==> src/rtl/dac_cmd_pkg.sv <==
package dac_cmd_pkg;
  parameter int DW   = 12;
  parameter int CW   = 4;
  parameter int NCH  = 2;
  localparam int FW  = DW + CW;
  localparam logic [DW-1:0] MIDSCALE = {1'b1, {(DW-1){1'b0}}};

  typedef enum logic [CW-1:0] {
    OP_NOP0    = 4'b0000,
    OP_LDUP_A  = 4'b0001,
    OP_RB_A    = 4'b0010,
    OP_LDIN_A  = 4'b0011,
    OP_LDUP_B  = 4'b0100,
    OP_RB_B    = 4'b0101,
    OP_LDIN_B  = 4'b0110,
    OP_APPLY   = 4'b0111,
    OP_LDIN_AB = 4'b1000,
    OP_CHN_OFF = 4'b1001,
    OP_RISE    = 4'b1010,
    OP_CLR_Z   = 4'b1011,
    OP_CLR_M   = 4'b1100,
    OP_CTRL    = 4'b1101,
    OP_RSVD    = 4'b1110,
    OP_NOP1    = 4'b1111
  } op_e;

  typedef struct packed {
    logic [NCH-1:0] load;
    logic [NCH-1:0] apply;
    logic           clr;
    logic [DW-1:0]  clr_val;
    logic           chain_off;
    logic           rise_on;
  } act_t;
endpackage

==> src/rtl/dac_pin_sync.sv <==
module dac_pin_sync (
  input  logic clk,
  input  logic rst_n,
  input  logic pin_n,
  output logic low_lvl,
  output logic fall
);
  logic s1_q, s2_q, prev_q;

  always_ff @(posedge clk) begin
    if (!rst_n) begin
      s1_q   <= 1'b1;
      s2_q   <= 1'b1;
      prev_q <= 1'b1;
    end else begin
      s1_q   <= pin_n;
      s2_q   <= s1_q;
      prev_q <= s2_q;
    end
  end

  assign low_lvl = ~s2_q;
  assign fall    = prev_q & ~s2_q;
endmodule

==> src/rtl/dac_cmd_decode.sv <==
module dac_cmd_decode
  import dac_cmd_pkg::*;
(
  input  logic          fire,
  input  logic [CW-1:0] cmd,
  input  logic          auto_upd,
  output act_t          act
);
  always_comb begin
    act = '0;
    if (fire) begin
      unique case (op_e'(cmd))
        OP_LDUP_A:  begin act.load[0] = 1'b1; act.apply[0] = 1'b1; end
        OP_LDUP_B:  begin act.load[1] = 1'b1; act.apply[1] = 1'b1; end
        OP_LDIN_A:  begin act.load[0] = 1'b1; act.apply[0] = auto_upd; end
        OP_LDIN_B:  begin act.load[1] = 1'b1; act.apply[1] = auto_upd; end
        OP_LDIN_AB: begin act.load = '1; act.apply = {NCH{auto_upd}}; end
        OP_APPLY:   act.apply = '1;
        OP_CHN_OFF: act.chain_off = 1'b1;
        OP_RISE:    act.rise_on = 1'b1;
        OP_CLR_Z:   act.clr = 1'b1;
        OP_CLR_M:   begin act.clr = 1'b1; act.clr_val = MIDSCALE; end
        default:    act = '0;
      endcase
    end
  end
endmodule

==> src/rtl/dac_chan_regs.sv <==
module dac_chan_regs
  import dac_cmd_pkg::*;
(
  input  logic          clk,
  input  logic          rst_n,
  input  logic          load,
  input  logic          apply,
  input  logic          pin_fall,
  input  logic          clr,
  input  logic [DW-1:0] clr_val,
  input  logic [DW-1:0] data,
  output logic [DW-1:0] dac_q
);
  logic [DW-1:0] in_q, in_nxt, dac_nxt;

  always_comb begin
    in_nxt  = clr ? clr_val : (load ? data : in_q);
    dac_nxt = dac_q;
    if (clr)                    dac_nxt = clr_val;
    else if (apply || pin_fall) dac_nxt = in_nxt;
  end

  always_ff @(posedge clk) begin
    if (!rst_n) begin
      in_q  <= '0;
      dac_q <= '0;
    end else begin
      in_q  <= in_nxt;
      dac_q <= dac_nxt;
    end
  end
endmodule

==> src/rtl/dual_dac_ctrl.sv <==
module dual_dac_ctrl
  import dac_cmd_pkg::*;
(
  input  logic          clk,
  input  logic          rst_n,
  input  logic          word_valid,
  output logic          word_ready,
  input  logic [FW-1:0] word_data,
  input  logic          ldac_n,
  output logic [DW-1:0] dac_a,
  output logic [DW-1:0] dac_b,
  output logic          chain_en,
  output logic          rise_sel
);
  logic run_q, fire, ldac_low, ldac_fall;
  act_t act;
  logic [DW-1:0] dac_q [NCH];

  always_ff @(posedge clk) begin
    if (!rst_n) run_q <= 1'b0;
    else        run_q <= 1'b1;
  end
  assign word_ready = run_q & rst_n;
  assign fire       = word_valid & word_ready;

  dac_pin_sync u_sync (
    .clk(clk), .rst_n(rst_n), .pin_n(ldac_n),
    .low_lvl(ldac_low), .fall(ldac_fall)
  );

  dac_cmd_decode u_dec (
    .fire(fire), .cmd(word_data[FW-1:DW]), .auto_upd(ldac_low), .act(act)
  );

  for (genvar c = 0; c < NCH; c++) begin : g_ch
    dac_chan_regs u_ch (
      .clk(clk), .rst_n(rst_n),
      .load(act.load[c]), .apply(act.apply[c]), .pin_fall(ldac_fall),
      .clr(act.clr), .clr_val(act.clr_val), .data(word_data[DW-1:0]),
      .dac_q(dac_q[c])
    );
  end

  assign dac_a = dac_q[0];
  assign dac_b = dac_q[1];

  always_ff @(posedge clk) begin
    if (!rst_n) begin
      chain_en <= 1'b1;
      rise_sel <= 1'b0;
    end else begin
      if (act.chain_off) chain_en <= 1'b0;
      if (act.rise_on)   rise_sel <= 1'b1;
    end
  end
endmodule

==> config.mk <==
export PLATFORM = sky130hd
export DESIGN_NAME = dual_dac_ctrl
export DESIGN_NICKNAME = d
export VERILOG_FILES = /design/src/rtl/dac_cmd_pkg.sv /design/src/rtl/dac_pin_sync.sv /design/src/rtl/dac_cmd_decode.sv /design/src/rtl/dac_chan_regs.sv /design/src/rtl/dual_dac_ctrl.sv
export SDC_FILE = /design/constraint.sdc
export NUM_CORES = 1
export LEC_CHECK = 0
export BUFFER_PORTS_ARGS = -buffer_cell sky130_fd_sc_hd__buf_2
export CAP_MARGIN = 20
export CELL_PAD_IN_SITES_DETAIL_PLACEMENT = 0
export CELL_PAD_IN_SITES_GLOBAL_PLACEMENT = 1
export CORE_MARGIN = 1.5
export CORE_UTILIZATION = 46
export CTS_BUF_LIST = sky130_fd_sc_hd__clkbuf_8
export CTS_CLUSTER_SIZE = 8
export DETAILED_ROUTE_END_ITERATION = 7
export PLACE_DENSITY = 0.86
export SLEW_MARGIN = 20
export SYNTH_ARGS = -nofsm -noshare
export SYNTH_HDL_FRONTEND = slang
export SYNTH_SLANG_ARGS = --single-unit
==> constraint.sdc <==
create_clock -name clk -period 3.47 [get_ports clk]
set_clock_uncertainty 0.1 [all_clocks]
set_input_delay 0.5205 -clock clk [delete_from_list [all_inputs] [get_ports clk]]
set_output_delay 0.5205 -clock clk [all_outputs]
set_load 0.01 [all_outputs]
### Word level (Yosys, flattened, before mapping)

Index checks and enable logic that the tools add are counted.

* equal/unequal tests: 10
* multiplexer cells: 18
* bitwise logic cells: 4
* reduce and logical (&&, ||, !) cells: 11

Operators by type and width (number)
* 2-to-1 mux 12 bit: 9
* equality test 4 bit (second input constant): 5
* 2-to-1 mux 19 bit: 1
* equality test 4 x 3 -> 1 bit (second input constant): 3
* OR reduction 2 bit: 5
* 2-to-1 mux 1 bit: 6
* OR reduction 3 bit: 2
* equality test 4 x 1 -> 1 bit (second input constant): 1
* equality test 4 x 2 -> 1 bit (second input constant): 1
* one-hot mux 1 bit (2 select lines): 2
* nonzero test 2 bit: 2
* bitwise AND 1 bit: 3
* logical OR 1 bit: 2
* inverter 1 bit: 1

* register bits: 54
* output and inout bits: 27
* word-level logic and storage cells: 53

### Longest topological paths before layout

Gate-level depths: netlist of run 1.

* depth after elaboration: 8
* depth in mapped cells: 7
* depth with buffers taken out: 5

### By module

From an unflattened synthesis of run 1, not the netlist that was laid out.

* cells, all modules: 266
* area, all modules: 2534.9 sq um

By module, submodules not included
* dac_chan_regs: instances 2, cells an instance 106, area an instance 1057.3 sq um, seq. area each 480.5 sq um
* dac_cmd_decode: instances 1, cells an instance 38, area an instance 242.7 sq um, seq. area each 0.0 sq um
* dac_pin_sync: instances 1, cells an instance 8, area an instance 88.8 sq um, seq. area each 60.1 sq um
* dual_dac_ctrl: instances 1, cells an instance 8, area an instance 88.8 sq um, seq. area each 60.1 sq um

### Worst setup path after synthesis of run 1

No wires, ideal clock.

* kind: input -> register
* start: input port word_data[14]
* end: register g_ch[0].u_ch.dac_q[1]
* setup time: 121 ps
* arrival: 1808 ps
* setup slack: 1441 ps
* stages on the path: 7
* path buffers: 2
* cell sequence: buf_2 -> nor2_1 -> a21bo_2 -> o22ai_1 -> a21boi_1 -> buf_2 -> mux2_2

* word-level cells in the longest chain between the ends: 8
* elaborated cells on any way between the ends: 20
* classes of those cells: 6 x eq/ne; 8 x mux; 6 x reduce/logical

RTL lines
* start, declared: RTL line dual_dac_ctrl.sv:8 `input logic [FW-1:0] word_data,`
* equality test 4 x 1 -> 1 bit (tied with other cells): RTL line dac_cmd_decode.sv:12 `unique case (op_e'(cmd))`
* OR reduction 3 bit (no source line)
* 2-to-1 mux 1 bit: RTL line dac_cmd_decode.sv:12
* 2-to-1 mux 19 bit (*): RTL line dac_cmd_decode.sv:11 `if (fire) begin`
* 2-to-1 mux 12 bit (2 in a row): RTL line dac_chan_regs.sv:17 `in_nxt = clr ? clr_val : (load ? data : in_q);`
* 2-to-1 mux 12 bit: RTL line dac_chan_regs.sv:20 `else if (apply || pin_fall) dac_nxt = in_nxt;`
* 2-to-1 mux 12 bit: RTL line dac_chan_regs.sv:19 `if (clr) dac_nxt = clr_val;`
* end signal, assigned: RTL line dac_chan_regs.sv:29 `dac_q <= dac_nxt;`
* end, declared: RTL line dac_chan_regs.sv:12 `output logic [DW-1:0] dac_q`

Every way passes the cells marked *; elsewhere a longest branch is shown, timed or not. The select of a mux whose other input is x is not followed.
A chain may end at the register's enable or synchronous reset.

### Final worst setup path of run 1

* start: input port word_data[14]
* end: register g_ch[0].u_ch.dac_q[4]

The elaborated chain is that of the path after synthesis.

==> results of run 1 <==
worst paths after layout:
kind	end	slack [ns]	from	cells past startpoint
max	g_ch[0].u_ch.dac_q[4]$_SDFFE_PN0P_	1.18	word_data[14]	6
min	u_sync.s1_q$_SDFF_PN1_	0.30	ldac_n	2
max reg2reg	g_ch[0].u_ch.dac_q[4]$_SDFFE_PN0P_	1.43	run_q$_DFF_P_	5
min reg2reg	u_sync.s2_q$_SDFF_PN1_	0.32	u_sync.s1_q$_SDFF_PN1_	1
cells in the mapped netlist, drive strengths merged, types with 3 or more instances:
master / n / share of area [%]
buf: 9 / 3.0
and2: 13 / 3.8
mux2: 11 / 5.8
o21ai: 3 / 0.70
nand2: 5 / 0.88
nand2b: 6 / 1.8
o2bb2ai: 11 / 4.5
nor2b: 3 / 0.88
a21oi: 4 / 0.94
mux2i: 24 / 11
nor2: 28 / 4.9
dfxtp: 54 / 51
clkbuf: 4 / 0.70
inv: 4 / 0.70
metal layers:
metal	GRT usage, %	vias up
met3	4.70	6
met2	28.5	39
li1	-	797
met5	0	-
met4	6.29	0
met1	22.5	735
report_power, final:
group / internal, mW / total (mW) / switching [mW]
sequential: 0.626 / 0.630 / 0.00342
clock: 0.140 / 0.330 / 0.190
combinational: 0.0320 / 0.0783 / 0.0463
total: 0.798 / 1.04 / 0.240
registers in the layout (all words and copies together), names as in the netlist:
signal and flops:
u_sync.prev_q 1, u_sync.s2_q 1, g_ch.u_ch.dac_q 24, u_sync.s1_q 1, rise_sel 1, chain_en 1
run_q 1, g_ch.u_ch.in_q 24
placed cells by master (no fill, tap or decap), types with 6 or more instances in the layout:
master     synthesis  final
o2bb2ai_1         11     11
mux2_2            11     11
dfxtp_1           54     54
nor2_1            28     28
mux2i_1           24     24
nand2b_1           6      6
buf_2              4     46
and2_1            13     13
cells by family after synthesis:
group / Yosys count / synth area share [%]
simple gates: 65 / 15.5
flops: 54 / 50.6
mux: 35 / 17.0
compound gates: 33 / 12.1
buf+inv: 17 / 4.45
xor+xnor: 1 / 0.410
worst max-delay path, delay by kind of cell:
kind	cells	cell delay (ns)
simple gates	3	1.11
mux	1	0.29
compound gates	1	0.26
buf+inv	1	0.19
area by class of cell:
| type | count | area [µm²] |
|---|---|---|
| fill | 430 | 1960 |
| sequential | 54 | 1080 |
| multi-input combinational | 134 | 961 |
| timing repair buffer | 48 | 245 |
| clock buffer | 5 | 68.8 |
| tap | 52 | 65.1 |
| clock inverter | 3 | 17.5 |
| inverter | 4 | 15.0 |
==> flow_summary.yaml, run 1 <==
critical_path:
  crit_slowest_cell: "nand2b_1"
  crit_path_start_kind: "primary input"
  critPathCaptureType: "flop"
  slowest_delay_ns: 0.58
  crit_type: "primary input to flop"
  cp.arrival_ns: 2.38
  required_ns: 3.56
  path_max_fanout: 17
  cp_cell_sequence: "buf_2 -> or3b_1 -> a21oi_1 -> nand2b_1 -> nor2_1 -> mux2_2"
worst_hold_path:
  hp-class: "primary input to flop"
clocking:
  clkSinkCount: 54
  post_cts_resized: 0
  cts_tree: "yes"
  cts_hold_buf: 0
  cts-root-buf: "clkbuf_8"
  clk_pin_slew_ns: 0.09
  numCtsBuffers: 5
  cts_buffer_depth: 2
  insertion_delay_ns: 0.30
  cts_setup_buffers: 0
  htreeDepth: 2
sta:
  slew_headroom_pct: 44.2
  fmax_mhz: 437
  period_minus_slack_ns: 2.29
  tns_ns: 0
  hold_ws_ns: 0.304
  fin_crit_sh_pct: 65.9
  hold_viol_final: 0
  finalWorstSetupSlack_ns: 1.18
  worstMarginPinSlew_ns: 0.835
  grt_setup_unrepaired: "no"
  slew_viol_final: 0
  setup_viol: 0
die:
  die_width_um: 71.2
  core_area_um2: 4410
  die_area_um2: 5060
  initial_core_util_pct: 48.4
  rows: 24
  io_pins: 47
  die_h_um: 71.2
global_routing:
  antenna_found_initial: 0
  grt_start_max_net_pins: 27
  grt.total_usage_pct: 17.6
  grt_remaining_overflow: 0
  grt_pass1_wl_um: 7000
  grt_pass1_vias: 1490
drt:
  routed_via_density: 5.26
  vias: 1577
  highest_layer: "met4"
  met2WireLength_um: 1920
  dr.first_iter.drc_count: 97
  dr_wl_met3_um: 196
  routed_wl_um: 4040
  drc: 0
  post_drt_wl_per_cell_um: 13.5
  drtPass1Iterations: 4
  met1_length_um: 1870
  ant_nets: 0
synth:
  synth-edff-count: 0
  synthArstFlopShare_pct: 0
  ys_warn_count: 0
  synth_seq_cells: 54
  syn_area_um2: 2140
  yosys.cell_types.count: 38
  synth-seq-area-share_pct: 50.6
  synthCells: 205
  syn_nets: 225
  avgSynthCellArea_um2: 10.4
  synthFlopType: "dfxtp_1"
placed_design:
  dp_hpwl_um: 2950
  gp_congestion: 0.783
  io_buffers: 46
  place_inst: 292
  placed_area_um2: 2370
  dp_slack_ns: 0.856
power:
  leakage_nw: 1.25
  vdd_drop_max_v: 0.000300
  finalPower_mw: 1.04
  power_density_nw_per_um2: 423
final_layout:
  diodes: 0
  nNetsFinal: 267
  drive_gt1_share_pct: 28.2
  final_area_um2: 2450
  layout.cells.non_filler: 300
  synthToLayoutAreaGrowth_pct: 14.8
  fin_util_pct: 55.6
run:
  max_cap_violations: 0
outcome:
  status: "completed"
No activity file was read; power rests on OpenSTA's default activity.
==> run 2: changes to the inputs <==
- CORE_UTILIZATION: 46 -> 39
- PLACE_DENSITY: 0.86 -> 0.78
- clock period: 3.47 -> 1.9 ns (I/O delays scaled with it)
==> run 2 against run 1 <==
Against the previous run: largest cell class unchanged; largest power group unchanged; register-to-register slack got worse by 1.3 ns; sequential share of layout area decreased by 3.8 points; flip-flop and latch count unchanged; critical endpoint is now g_ch[0].u_ch.dac_q[5]$_SDFFE_PN0P_.
==> flow_summary.yaml, run 2 (synthesis gave the netlist of run 1 again) <==
critical_path:
  critPathCaptureType: "flop"
  rr_startpoint: "u_sync.s2_q$_SDFF_PN1_"
  crit_type: "flop to flop"
  crit_slowest_cell: "dfxtp_2"
  slowest_delay_ns: 0.39
  cp_cell_sequence: "nand2b_1 -> a22oi_1 -> o22ai_1 -> a21boi_1 -> buf_4 -> mux2_2"
  path_max_fanout: 7
  crit_family: "compound AO/OA/AOI/OAI gates"
  cp.arrival_ns: 1.83
  path_buf_inv: 1
  cp-startpoint: "u_sync.s2_q$_SDFF_PN1_"
  required_ns: 2.00
  crit_path_start_kind: "flop"
drt:
  vias: 1620
  dr.first_iter.drc_count: 57
  routed_via_density: 4.74
  drc: 0
  routed_wl_um: 4680
  drtPass1Iterations: 4
  ant_nets: 0
  post_drt_wl_per_cell_um: 13.7
die:
  rows: 26
  die_h_um: 77.0
  die_area_um2: 5930
  die_width_um: 77.0
  io_pins: 47
  core_area_um2: 5200
  initial_core_util_pct: 41.1
clocking:
  clk_pin_slew_ns: 0.09
  cts_setup_buffers: 0
  cts_buffer_depth: 2
  cts-root-buf: "clkbuf_8"
  clkSinkCount: 54
  insertion_delay_ns: 0.31
  cts_tree: "yes"
  numCtsBuffers: 5
  htreeDepth: 2
power:
  pwr-share-seq_pct: 58.5
  switching_share_pct: 24.3
  finalPower_mw: 1.97
  netSwitchingPower_mw: 0.478
  vdd_drop_max_v: 0.000492
  clkPwrFrac_pct: 32.4
  leakage_nw: 1.36
  p_int_mw: 1.49
  p_comb_share_pct: 9.1
  power_density_nw_per_um2: 732
global_routing:
  grt_pass1_vias: 1590
  grt_start_max_net_pins: 21
  grt.total_usage_pct: 17.1
  grt_remaining_overflow: 0
  antenna_found_initial: 0
  grt_pass1_wl_um: 7910
placed_design:
  placed_area_um2: 2590
  io_buffers: 46
  dp_hpwl_um: 3420
  place_inst: 334
  gp_congestion: 0.844
final_layout:
  nNetsFinal: 291
  synthToLayoutAreaGrowth_pct: 25.8
  layout.cells.non_filler: 342
  final_area_um2: 2690
  top_regs: "g_ch.u_ch.dac_q (24), g_ch.u_ch.in_q (24)"
  diodes: 0
  final_common_cell: "dfxtp_1"
  fin_util_pct: 51.7
  drive_gt1_share_pct: 35.7
  mostFrequentLayoutCells: "dfxtp_1 (53), buf_2 (46), nor2_1 (27)"
sta:
  setup_viol: 0
  period_minus_slack_ns: 1.73
  grt_setup_unrepaired: "no"
  fmax_mhz: 579
  hold_viol_final: 0
  fin_crit_sh_pct: 90.8
  worstMarginPinSlew_ns: 0.559
  slew_headroom_pct: 62.7
  slew_viol_final: 0
  tns_ns: 0
worst_hold_path:
  hp-class: "primary input to flop"
  hold_start: "ldac_n"
run:
  max_cap_violations: 0
outcome:
  status: "completed"
-- run 2: cell count changes in the layout (fill, tap and decap cells not counted) --
cell        before  now
buf_4            2   24
buf_12           0    2
clkinvlp_4       0    1
dfxtp_1         54   53
dfxtp_2          0    1
inv_1            5    4
nor2_1          28   27
nor2_2           0    1
-- run 2: power groups by stage --
stage	clock network, mW	registers (mW)	logic, mW
finish	0.639	1.15	0.179
global placement	0	1.18	0.179
floorplan	0	1.18	0.0954
global route	0.699	1.15	0.198
detailed placement	0	1.18	0.178
CTS	0.659	1.15	0.179
-- run 2: area by class of cell --
type                    instances  area [µm²]
clock buffers                   5        68.8
clock inverters                 3        21.3
fillers                       495        2520
inverters                       4        15.0
multi-input cells             134         963
flip-flops and latches         54        1080
well taps                      70        87.6
repair buffers                 72         450
-- run 2: what timing repair did --
item                       CTS  global route
setup endpoints to repair    0            22
hold buffers                 0             0
resized for setup            0             2
-- run 2: metal layers --
layer | track usage [%] | share of wire, % | wire [µm] | up-vias
li1 | - | - | - | 841
met4 | 6.18 | 1.4 | 66 | 0
met2 | 27.5 | 47 | 2180 | 32
met5 | 0 | 0 | 0 | -
met3 | 4.17 | 4.1 | 194 | 5
met1 | 22.3 | 48 | 2240 | 742
-- run 2: path summary, 6_finish.rpt --
kind | endpoint | slack (ns) | cells past startpoint
worst min register to register | u_sync.s2_q$_SDFF_PN1_ | 0.31 | 1
worst max register to register | g_ch[0].u_ch.dac_q[5]$_SDFFE_PN0P_ | 0.17 | 6
worst min-delay path | u_sync.s1_q$_SDFF_PN1_ | 0.06 | 2
worst max-delay path | g_ch[0].u_ch.dac_q[5]$_SDFFE_PN0P_ | 0.17 | 6
-- run 2: per-stage QoR --
stage                     setup WS (ns)  hold WS, ns
after detailed placement        -0.0718        0.294
after global placement          -0.0978        0.292
after floorplan                   0.107        0.213
after global routing             0.0470       0.0719
after CTS                       0.00294       0.0499
final                             0.174       0.0589
